--- src/rtl/iobus_pkg.sv ---
package iobus_pkg;
  typedef enum logic [2:0] {OP_NONE, OP_IN, OP_OUT, OP_CTL, OP_MASK, OP_SKS} op_e;
  typedef enum logic [1:0] {ST_IDLE, ST_SETTLE, ST_EXEC, ST_FIN} st_e;
  localparam logic [5:0] OPC_IN  = 6'o54;
  localparam logic [5:0] OPC_OUT = 6'o74;
  localparam logic [5:0] OPC_CTL = 6'o14;
  localparam logic [5:0] OPC_SKS = 6'o34;
endpackage

--- src/rtl/iobus_decode.sv ---
module iobus_decode
  import iobus_pkg::*;
#(
  parameter int unsigned WORD_W = 16,
  parameter int unsigned FUNC_W = 4,
  parameter int unsigned DEV_W  = 6,
  parameter logic [DEV_W-1:0] MASK_DEV = '0
) (
  input  logic [WORD_W-1:0] instr_i,
  output op_e               op_o,
  output logic              clr_o
);
  localparam int unsigned ADDR_W = FUNC_W + DEV_W;
  localparam int unsigned OPC_W  = WORD_W - ADDR_W;

  logic [OPC_W-1:0] opc;
  logic [DEV_W-1:0] dev;

  assign opc   = instr_i[WORD_W-1 -: OPC_W];
  assign dev   = instr_i[DEV_W-1:0];
  assign clr_o = instr_i[ADDR_W-1];

  always_comb begin
    op_o = OP_NONE;
    if (opc == OPC_IN[OPC_W-1:0])       op_o = OP_IN;
    else if (opc == OPC_OUT[OPC_W-1:0]) op_o = (dev == MASK_DEV) ? OP_MASK : OP_OUT;
    else if (opc == OPC_CTL[OPC_W-1:0]) op_o = OP_CTL;
    else if (opc == OPC_SKS[OPC_W-1:0]) op_o = OP_SKS;
  end
endmodule

--- src/rtl/iobus_settle.sv ---
module iobus_settle #(
  parameter int unsigned SETTLE_CYC = 2
) (
  input  logic clk_i,
  input  logic rst_ni,
  input  logic run_i,
  output logic last_o
);
  localparam int unsigned CNT_W = (SETTLE_CYC > 1) ? $clog2(SETTLE_CYC) : 1;
  localparam logic [CNT_W-1:0] LAST = CNT_W'(SETTLE_CYC - 1);

  logic [CNT_W-1:0] cnt_q;

  always_ff @(posedge clk_i or negedge rst_ni) begin
    if (!rst_ni)     cnt_q <= '0;
    else if (!run_i) cnt_q <= '0;
    else if (!last_o) cnt_q <= cnt_q + 1'b1;
  end

  assign last_o = run_i && (cnt_q == LAST);
endmodule

--- src/rtl/iobus_exec.sv ---
module iobus_exec
  import iobus_pkg::*;
#(
  parameter int unsigned WORD_W = 16
) (
  input  op_e               op_i,
  input  logic              clr_i,
  input  logic              ready_i,
  input  logic [WORD_W-1:0] acc_i,
  input  logic [WORD_W-1:0] inb_i,
  output logic [WORD_W-1:0] acc_o,
  output logic [1:0]        pc_inc_o,
  output logic              ack_o,
  output logic              ctl_o,
  output logic              mask_o
);
  always_comb begin
    acc_o    = acc_i;
    pc_inc_o = 2'd1;
    ack_o    = 1'b0;
    ctl_o    = 1'b0;
    mask_o   = 1'b0;
    unique case (op_i)
      OP_IN: if (ready_i) begin
        acc_o    = (clr_i ? '0 : acc_i) | inb_i;
        pc_inc_o = 2'd2;
        ack_o    = 1'b1;
      end
      OP_OUT: if (ready_i) begin
        pc_inc_o = 2'd2;
        ack_o    = 1'b1;
      end
      OP_CTL:  ctl_o  = 1'b1;
      OP_MASK: mask_o = 1'b1;
      OP_SKS:  if (ready_i) pc_inc_o = 2'd2;
      default: ;
    endcase
  end
endmodule

--- src/rtl/iobus_seq.sv ---
module iobus_seq
  import iobus_pkg::*;
#(
  parameter int unsigned WORD_W     = 16,
  parameter int unsigned FUNC_W     = 4,
  parameter int unsigned DEV_W      = 6,
  parameter int unsigned SETTLE_CYC = 2,
  parameter logic [DEV_W-1:0] MASK_DEV = '0,
  localparam int unsigned ADDR_W    = FUNC_W + DEV_W
) (
  input  logic              clk_i,
  input  logic              rst_ni,
  input  logic              start_i,
  input  logic [WORD_W-1:0] instr_i,
  input  logic [WORD_W-1:0] acc_i,
  input  logic              ready_i,
  input  logic [WORD_W-1:0] inb_i,
  output logic              busy_o,
  output logic              done_o,
  output logic [WORD_W-1:0] acc_o,
  output logic [1:0]        pc_inc_o,
  output logic [ADDR_W-1:0] adb_o,
  output logic [WORD_W-1:0] otb_o,
  output logic              ack_o,
  output logic              ctl_o,
  output logic              mask_o
);
  st_e               st_q, st_d;
  op_e               op_q, op_dec;
  logic              clr_q, clr_dec;
  logic [ADDR_W-1:0] addr_q;
  logic [WORD_W-1:0] acc_q;
  logic              settle_last;
  logic [WORD_W-1:0] acc_new;
  logic [1:0]        inc_new;
  logic              ack_new, ctl_new, mask_new;

  iobus_decode #(
    .WORD_W(WORD_W), .FUNC_W(FUNC_W), .DEV_W(DEV_W), .MASK_DEV(MASK_DEV)
  ) i_decode (
    .instr_i(instr_i), .op_o(op_dec), .clr_o(clr_dec)
  );

  iobus_settle #(.SETTLE_CYC(SETTLE_CYC)) i_settle (
    .clk_i(clk_i), .rst_ni(rst_ni), .run_i(st_q == ST_SETTLE), .last_o(settle_last)
  );

  iobus_exec #(.WORD_W(WORD_W)) i_exec (
    .op_i(op_q), .clr_i(clr_q), .ready_i(ready_i), .acc_i(acc_q), .inb_i(inb_i),
    .acc_o(acc_new), .pc_inc_o(inc_new), .ack_o(ack_new), .ctl_o(ctl_new),
    .mask_o(mask_new)
  );

  always_comb begin
    st_d = st_q;
    unique case (st_q)
      ST_IDLE:   if (start_i) st_d = ST_SETTLE;
      ST_SETTLE: if (settle_last) st_d = ST_EXEC;
      ST_EXEC:   st_d = ST_FIN;
      ST_FIN:    st_d = ST_IDLE;
      default:   st_d = ST_IDLE;
    endcase
  end

  always_ff @(posedge clk_i or negedge rst_ni) begin
    if (!rst_ni) begin
      st_q   <= ST_IDLE;
      op_q   <= OP_NONE;
      clr_q  <= 1'b0;
      addr_q <= '0;
      acc_q  <= '0;
    end else begin
      st_q <= st_d;
      if (st_q == ST_IDLE && start_i) begin
        op_q   <= op_dec;
        clr_q  <= clr_dec;
        addr_q <= instr_i[ADDR_W-1:0];
        acc_q  <= acc_i;
      end
    end
  end

  // results registered at the sampling edge; strobes live for the done cycle only
  always_ff @(posedge clk_i or negedge rst_ni) begin
    if (!rst_ni) begin
      acc_o    <= '0;
      pc_inc_o <= '0;
      ack_o    <= 1'b0;
      ctl_o    <= 1'b0;
      mask_o   <= 1'b0;
    end else begin
      ack_o  <= (st_q == ST_EXEC) && ack_new;
      ctl_o  <= (st_q == ST_EXEC) && ctl_new;
      mask_o <= (st_q == ST_EXEC) && mask_new;
      if (st_q == ST_EXEC) begin
        acc_o    <= acc_new;
        pc_inc_o <= inc_new;
      end
    end
  end

  assign busy_o = (st_q != ST_IDLE);
  assign done_o = (st_q == ST_FIN);
  assign adb_o  = busy_o ? addr_q : '0;
  assign otb_o  = (busy_o && (op_q == OP_OUT || op_q == OP_MASK)) ? acc_q : '0;
endmodule

--- config.mk ---
export PLATFORM = sky130hd
export DESIGN_NAME = iobus_seq
export DESIGN_NICKNAME = d
export VERILOG_FILES = /design/src/rtl/iobus_pkg.sv /design/src/rtl/iobus_decode.sv /design/src/rtl/iobus_settle.sv /design/src/rtl/iobus_exec.sv /design/src/rtl/iobus_seq.sv
export SDC_FILE = /design/constraint.sdc
export NUM_CORES = 1
export LEC_CHECK = 0
export ABC_AREA = 1
export BUFFER_PORTS_ARGS = -buffer_cell sky130_fd_sc_hd__buf_2
export CAP_MARGIN = 20
export CORE_AREA = 2 2 85 87
export DETAILED_ROUTE_END_ITERATION = 10
export DIE_AREA = 0 0 87 89
export PLACE_DENSITY = 0.65
export SETUP_SLACK_MARGIN = 0.2
export SYNTH_ARGS = -nofsm -noshare
export SYNTH_HDL_FRONTEND = slang
export SYNTH_SLANG_ARGS = --single-unit
--- constraint.sdc ---
create_clock -name clk_i -period 1.33 [get_ports clk_i]
set_input_delay 0.1995 -clock clk_i [delete_from_list [all_inputs] [get_ports clk_i]]
set_output_delay 0.1995 -clock clk_i [all_outputs]
set_load 0.05 [all_outputs]
# ---- Word level (Yosys, flattened, before mapping)
# Cells that the tools add are included.
dict set report classes {
  n_addsub 1
  n_eq_ne 15
  n_mux 21
  n_bitwise 1
  n_reduce_logical 13
}
# op count
set ops {}
lappend ops {{2-to-1 mux 16 bit} 4}
lappend ops {{OR 16 bit} 1}
lappend ops {{2-to-1 mux 3 bit} 5}
lappend ops {{equality test 6 bit (second input constant)} 2}
lappend ops {{2-to-1 mux 10 bit} 1}
lappend ops {{2-to-1 mux 2 bit} 4}
lappend ops {{one-hot mux 2 bit (4 select lines)} 1}
lappend ops {{equality test 3 x 2 -> 1 bit (second input constant)} 2}
lappend ops {{equality test 3 bit (second input constant)} 2}
lappend ops {{equality test 6 x 4 -> 1 bit (second input constant)} 1}
lappend ops {{equality test 6 x 5 -> 1 bit (second input constant)} 1}
lappend ops {{logical AND 1 bit} 6}
lappend ops {{logical NOT 6 bit} 1}
lappend ops {{2-to-1 mux 1 bit} 6}
lappend ops {{inequality test 2 bit (second input constant)} 3}
lappend ops {{equality test 2 bit (second input constant)} 2}
lappend ops {{equality test 3 x 1 -> 1 bit (second input constant)} 1}
lappend ops {{OR reduction 3 bit} 1}
lappend ops {{equality test 2 x 1 -> 1 bit (second input constant)} 1}
lappend ops {{logical NOT 2 bit} 1}
lappend ops {{AND reduction 2 bit} 1}
lappend ops {{nonzero test 2 bit} 1}
lappend ops {{OR reduction 2 bit} 1}
lappend ops {{adder 1 bit (second input constant)} 1}
lappend ops {{logical OR 1 bit} 1}
dict set report word_totals {
  regBits 54
  inputBits 52
  elab_cells 62
}

# ---- Depth between registers and ports, before layout
dict set report logic_depth {
  ltp_word 5
  ltp_mapped 8
  ltp_nobuf 7
}

# ---- Modules after synthesis
# From an unflattened synthesis, not the netlist that was laid out.
dict set report hier_totals {
  hier_cells 360
  hier_area_um2 2829.0
}
# mod instances cells_each area_per_inst_um2 seq_area_each_um2
set modules_own_cells {}
lappend modules_own_cells {iobus_seq 1 268 2352.3 1326.3}
lappend modules_own_cells {iobus_exec 1 70 360.3 0.0}
lappend modules_own_cells {iobus_decode 1 18 80.1 0.0}
lappend modules_own_cells {iobus_settle 1 4 36.3 25.0}

# ---- Least setup slack after synthesis
# No wires, ideal clock.
dict set report synth_path {
  kind {register -> output}
  start {register st_q[0]}
  end {output port otb_o[10]}
  arrival_ps 2018
  setup_slack_ps -887
  stages_incl_launch_ff 7
  path_buffers 1
  cell_sequence {dfrtp_1 > inv_1 > ha_1 > inv_1 > o21ai_4 > buf_4 > nor2_1}
}
dict set report synth_between {
  elab_chain_len 3
}
# item line
set synth_lines {}
lappend synth_lines {{from (decl)} iobus_seq.sv:28} ;# st_e st_q, st_d;
lappend synth_lines {{from (signal assigned)} iobus_seq.sv:73} ;# st_q <= st_d;
lappend synth_lines {{nonzero test 2 bit} iobus_seq.sv:102} ;# assign busy_o = (st_q != ST_IDLE);
lappend synth_lines {{via busy_o} iobus_seq.sv:18} ;# output logic busy_o,
lappend synth_lines {{logical AND 1 bit} iobus_seq.sv:105} ;# assign otb_o = (busy_o && (op_q == OP_OUT || op_q == OP_MASK)) ? acc_q : '0;
lappend synth_lines {{2-to-1 mux 16 bit} iobus_seq.sv:105}
lappend synth_lines {{to (decl)} iobus_seq.sv:23} ;# output logic [WORD_W-1:0] otb_o,
# The timed path passes the listed nets, and every way through them passes these cells.

# ---- Final worst setup path
dict set report layout_path {
  start {register st_q[0]}
  end {output port otb_o[7]}
}
dict set report layout_between {
  elab_chain_len 3
}
# item line
set layout_lines {}
lappend layout_lines {{nonzero test 2 bit} iobus_seq.sv:102}
lappend layout_lines {{logical AND 1 bit} iobus_seq.sv:105}
lappend layout_lines {{2-to-1 mux 16 bit} iobus_seq.sv:105}
# No other way between the ends.

==> flow_summary.yaml <==
outcome:
  status: "finished with violations"
  failed_checks: "setup timing"
sta:
  hold_viol: 0
  holdWs_ns: 0.0945
  final.setup.tns_ns: -15.86
  finalClockSkew_ns: 0.00523
  setup_viol: 78
  fin_crit_sh_pct: 133
  relSlewSlack_pct: 68.2
  worst_pin_slew_ns: 0.477
  rsz0062_at_grt: "yes"
  fmax_mhz: 567
  drv_slew: 0
  period_minus_slack_ns: 1.76
  fin_ws_ns: -0.433
placement:
  place_congestion: 0.756
  placement.io_buffers: 100
  place.detailed.hpwl_um: 5110
  dpl-instance-area_um2: 3600
  place_ws_ns: -0.158
finish:
  area_growth_pct: 61.1
  drive_above_1_share_pct: 48.5
  finish.utilization_pct: 63.5
  antenna_cells: 0
  finalNetCount: 526
  fin_area_um2: 4270
  fillers: 552
synth:
  ys_types: 23
  yosysTopAreaCell: "dfrtp_1"
  async_flop_share_pct: 100
  yosys.area_share.simple_pct: 24.5
  synthMuxAreaShare_pct: 0
  synth-edff-count: 0
  synth_top_family_by_area: "simple AND/OR/NAND/NOR gates"
  synthAdderAreaFrac_pct: 1.89
  syn_nets: 389
  postSynthAreaPerCell_um2: 7.96
  synth.area.top_cells: "dfrtp_1, nand2_1, inv_1"
  netlist.area_leader.share_pct: 50.0
  yosysWarnings: 0
  synthXorXnorAreaFrac_pct: 0
  syn-cell-area_um2: 2650
  synth-compound-area-share_pct: 11.6
  synthCells: 333
  synth-seq-cells: 53
  synth-seq-area-share_pct: 50.0
  synth_flop_cell: "dfrtp_1"
setup_path:
  worstPathCellList: "inv_2 -> ha_4 -> clkinvlp_4 -> o21ai_4 -> clkbuf_16 -> nor2_4 -> buf_6"
  endpoint: "otb_o[7]"
  cp_slowest_stage_delay_ns: 0.41
  critPathCaptureType: "output pin"
  regToRegSetupSlack_ns: -0.16
  critPathKind: "reg2out"
  crit_slowest_cell: "dfrtp_1"
  required_ns: 1.13
  worstSetupStartpointType: "flip-flop"
  arrival_ns: 1.56
  cp_max_fo: 5
  reg2reg_depth: 8
  r2r_end: "acc_q[14]"
  crit_start: "st_q[0]"
  rr_startpoint: "st_q[0]"
route:
  vias: 2656
  ant_nets: 0
  drtIter0Drc: 139
  drcViolationCount: 0
  routed_wl_um: 7280
  wl_per_cell_um: 13.2
  dr.pass1.iters: 5
  vias_per_cell: 4.83
die:
  rows: 30
  die_h_um: 89
  die-area_um2: 7740
  core_area_um2: 6720
  ios: 101
  initial_core_util_pct: 39.4
  fp.dieW_um: 87
worst_hold_path:
  hold_class: "in2reg"
power_and_ir_drop:
  p_leak_nw: 2.13
  ir_worst_vdd_mv: 1.57
  power.density_nw_per_um2: 2770
grt:
  met2_usage_pct: 33.5
  met1_usage_pct: 24.1
  grt_pass1_wl_um: 11600
  met3_usage_pct: 3.69
  antenna_found_initial: 0
  overflow: 0
  busiest_layer: "met2"
  grt_max_degree: 35
  grt_pass1_vias: 2492
  grt_usage_pct: 19.2
clock_network:
  tritoncts: "built"
  path_clk_slew_ns: 0.09
  cts.sinks: 53
  clk_latency_ns: 0.30
  h-tree-depth: 2
  numCtsBuffers: 5
  root_buffer: "clkbuf_8"
  clockBufferDepth: 2
flow_run:
  maxCapViolCount: 0
[how the worst min path moves through the flow]
stage	cells after the start	slack [ns]	start	end
floorplan	0	-0.1	rst_ni	acc_o[0]
global placement	1	0.19	rst_ni	op_q[2]
detailed placement	1	0.19	rst_ni	op_q[2]
CTS	3	0.08	acc_i[13]	acc_q[13]
global route	3	0.09	acc_i[2]	acc_q[2]
finish	3	0.09	acc_i[3]	acc_q[3]
[state kept, by name, indices dropped and copies added (netlist names)]
register	count
acc_o	16
acc_q	16
addr_q	9
op_q	3
pc_inc_o	2
st_q	2
ack_o	1
clr_q	1
ctl_o	1
i_settle.cnt_q	1
mask_o	1
[per-stage QoR]
stage | instances | power, mW
floorplan | 333 | 7.89
global placement | 523 | 9.34
detailed placement | 523 | 9.46
CTS | 542 | 11.7
global route | 550 | 12.5
finish | 550 | 11.8
[cells by family (layout without fill, tap and decap cells)]
logic type,count (synthesis),count (layout)
DFF,53,53
AOI/OAI and AO/OA,52,52
buffers and inverters,75,212
adders and majority gates,4,4
and+or+nand+nor,149,149
[power breakdown]
part	internal (mW)	total [mW]	switching, mW
sequential	2.37	2.83	0.463
combinational	3.02	8.07	5.05
clock	0.414	0.918	0.504
[cell usage after synthesis, types with 2 or more instances]
cell type / instances
nand2_1: 70
inv_1: 56
dfrtp_1: 53
nor2_1: 51
o21ai_0: 33
nand4_1: 18
a21oi_2: 9
a21oi_1: 8
buf_2: 8
clkbuf_1: 5
ha_1: 4
nand3_1: 4
buf_4: 3
buf_6: 2
[critical path: cells and delay by family, from the launching register on]
kind | cells | cell delay (ns)
buffers and inverters | 4 | 0.54
adder cells (fa/ha/maj) | 1 | 0.14
AND/OR/NAND/NOR | 1 | 0.04
flip-flops | 1 | 0.41
AO/OA/AOI/OAI | 1 | 0.12
[cell usage in the layout, fill, tap and decap left out, types with 8 or more instances in the layout]
| cell type | n |
|---|---|
| buf_4 | 52 |
| nor2_1 | 23 |
| nand2_1 | 60 |
| nor2_4 | 15 |
| nand2_2 | 11 |
| inv_2 | 8 |
| buf_6 | 29 |
| dfrtp_1 | 51 |
| buf_2 | 53 |
| nor2_2 | 14 |
| nand4_1 | 18 |
| a21oi_2 | 13 |
| inv_1 | 47 |
| o21ai_0 | 28 |
[cell type report]
class	count	area, µm²	share of cell area (%)
clock buffers	7	86.3	2.02
inverters	57	220	5.16
multi-input cells	205	1260	29.5
flip-flops and latches	53	1330	31.1
well taps	80	100	2.34
repair buffers	148	1270	29.9
[per-layer routing]
metal | vias to the layer above | wire length [µm]
met5 | - | 0
met4 | 0 | 102
met3 | 8 | 390
met2 | 82 | 3860
met1 | 1257 | 2930
li1 | 1309 | -
[what timing repair did]
action | in CTS | in global routing
hold buffers | 1 | 0
gates resized for setup | 92 | 24
hold endpoints to repair | 15 | 0
pin swaps | 5 | 25
gates cloned | 4 | 1
buffers inserted | 7 | 7
endpoints found under the setup margin | 97 | 84
No activity file was read; power rests on OpenSTA's default activity.
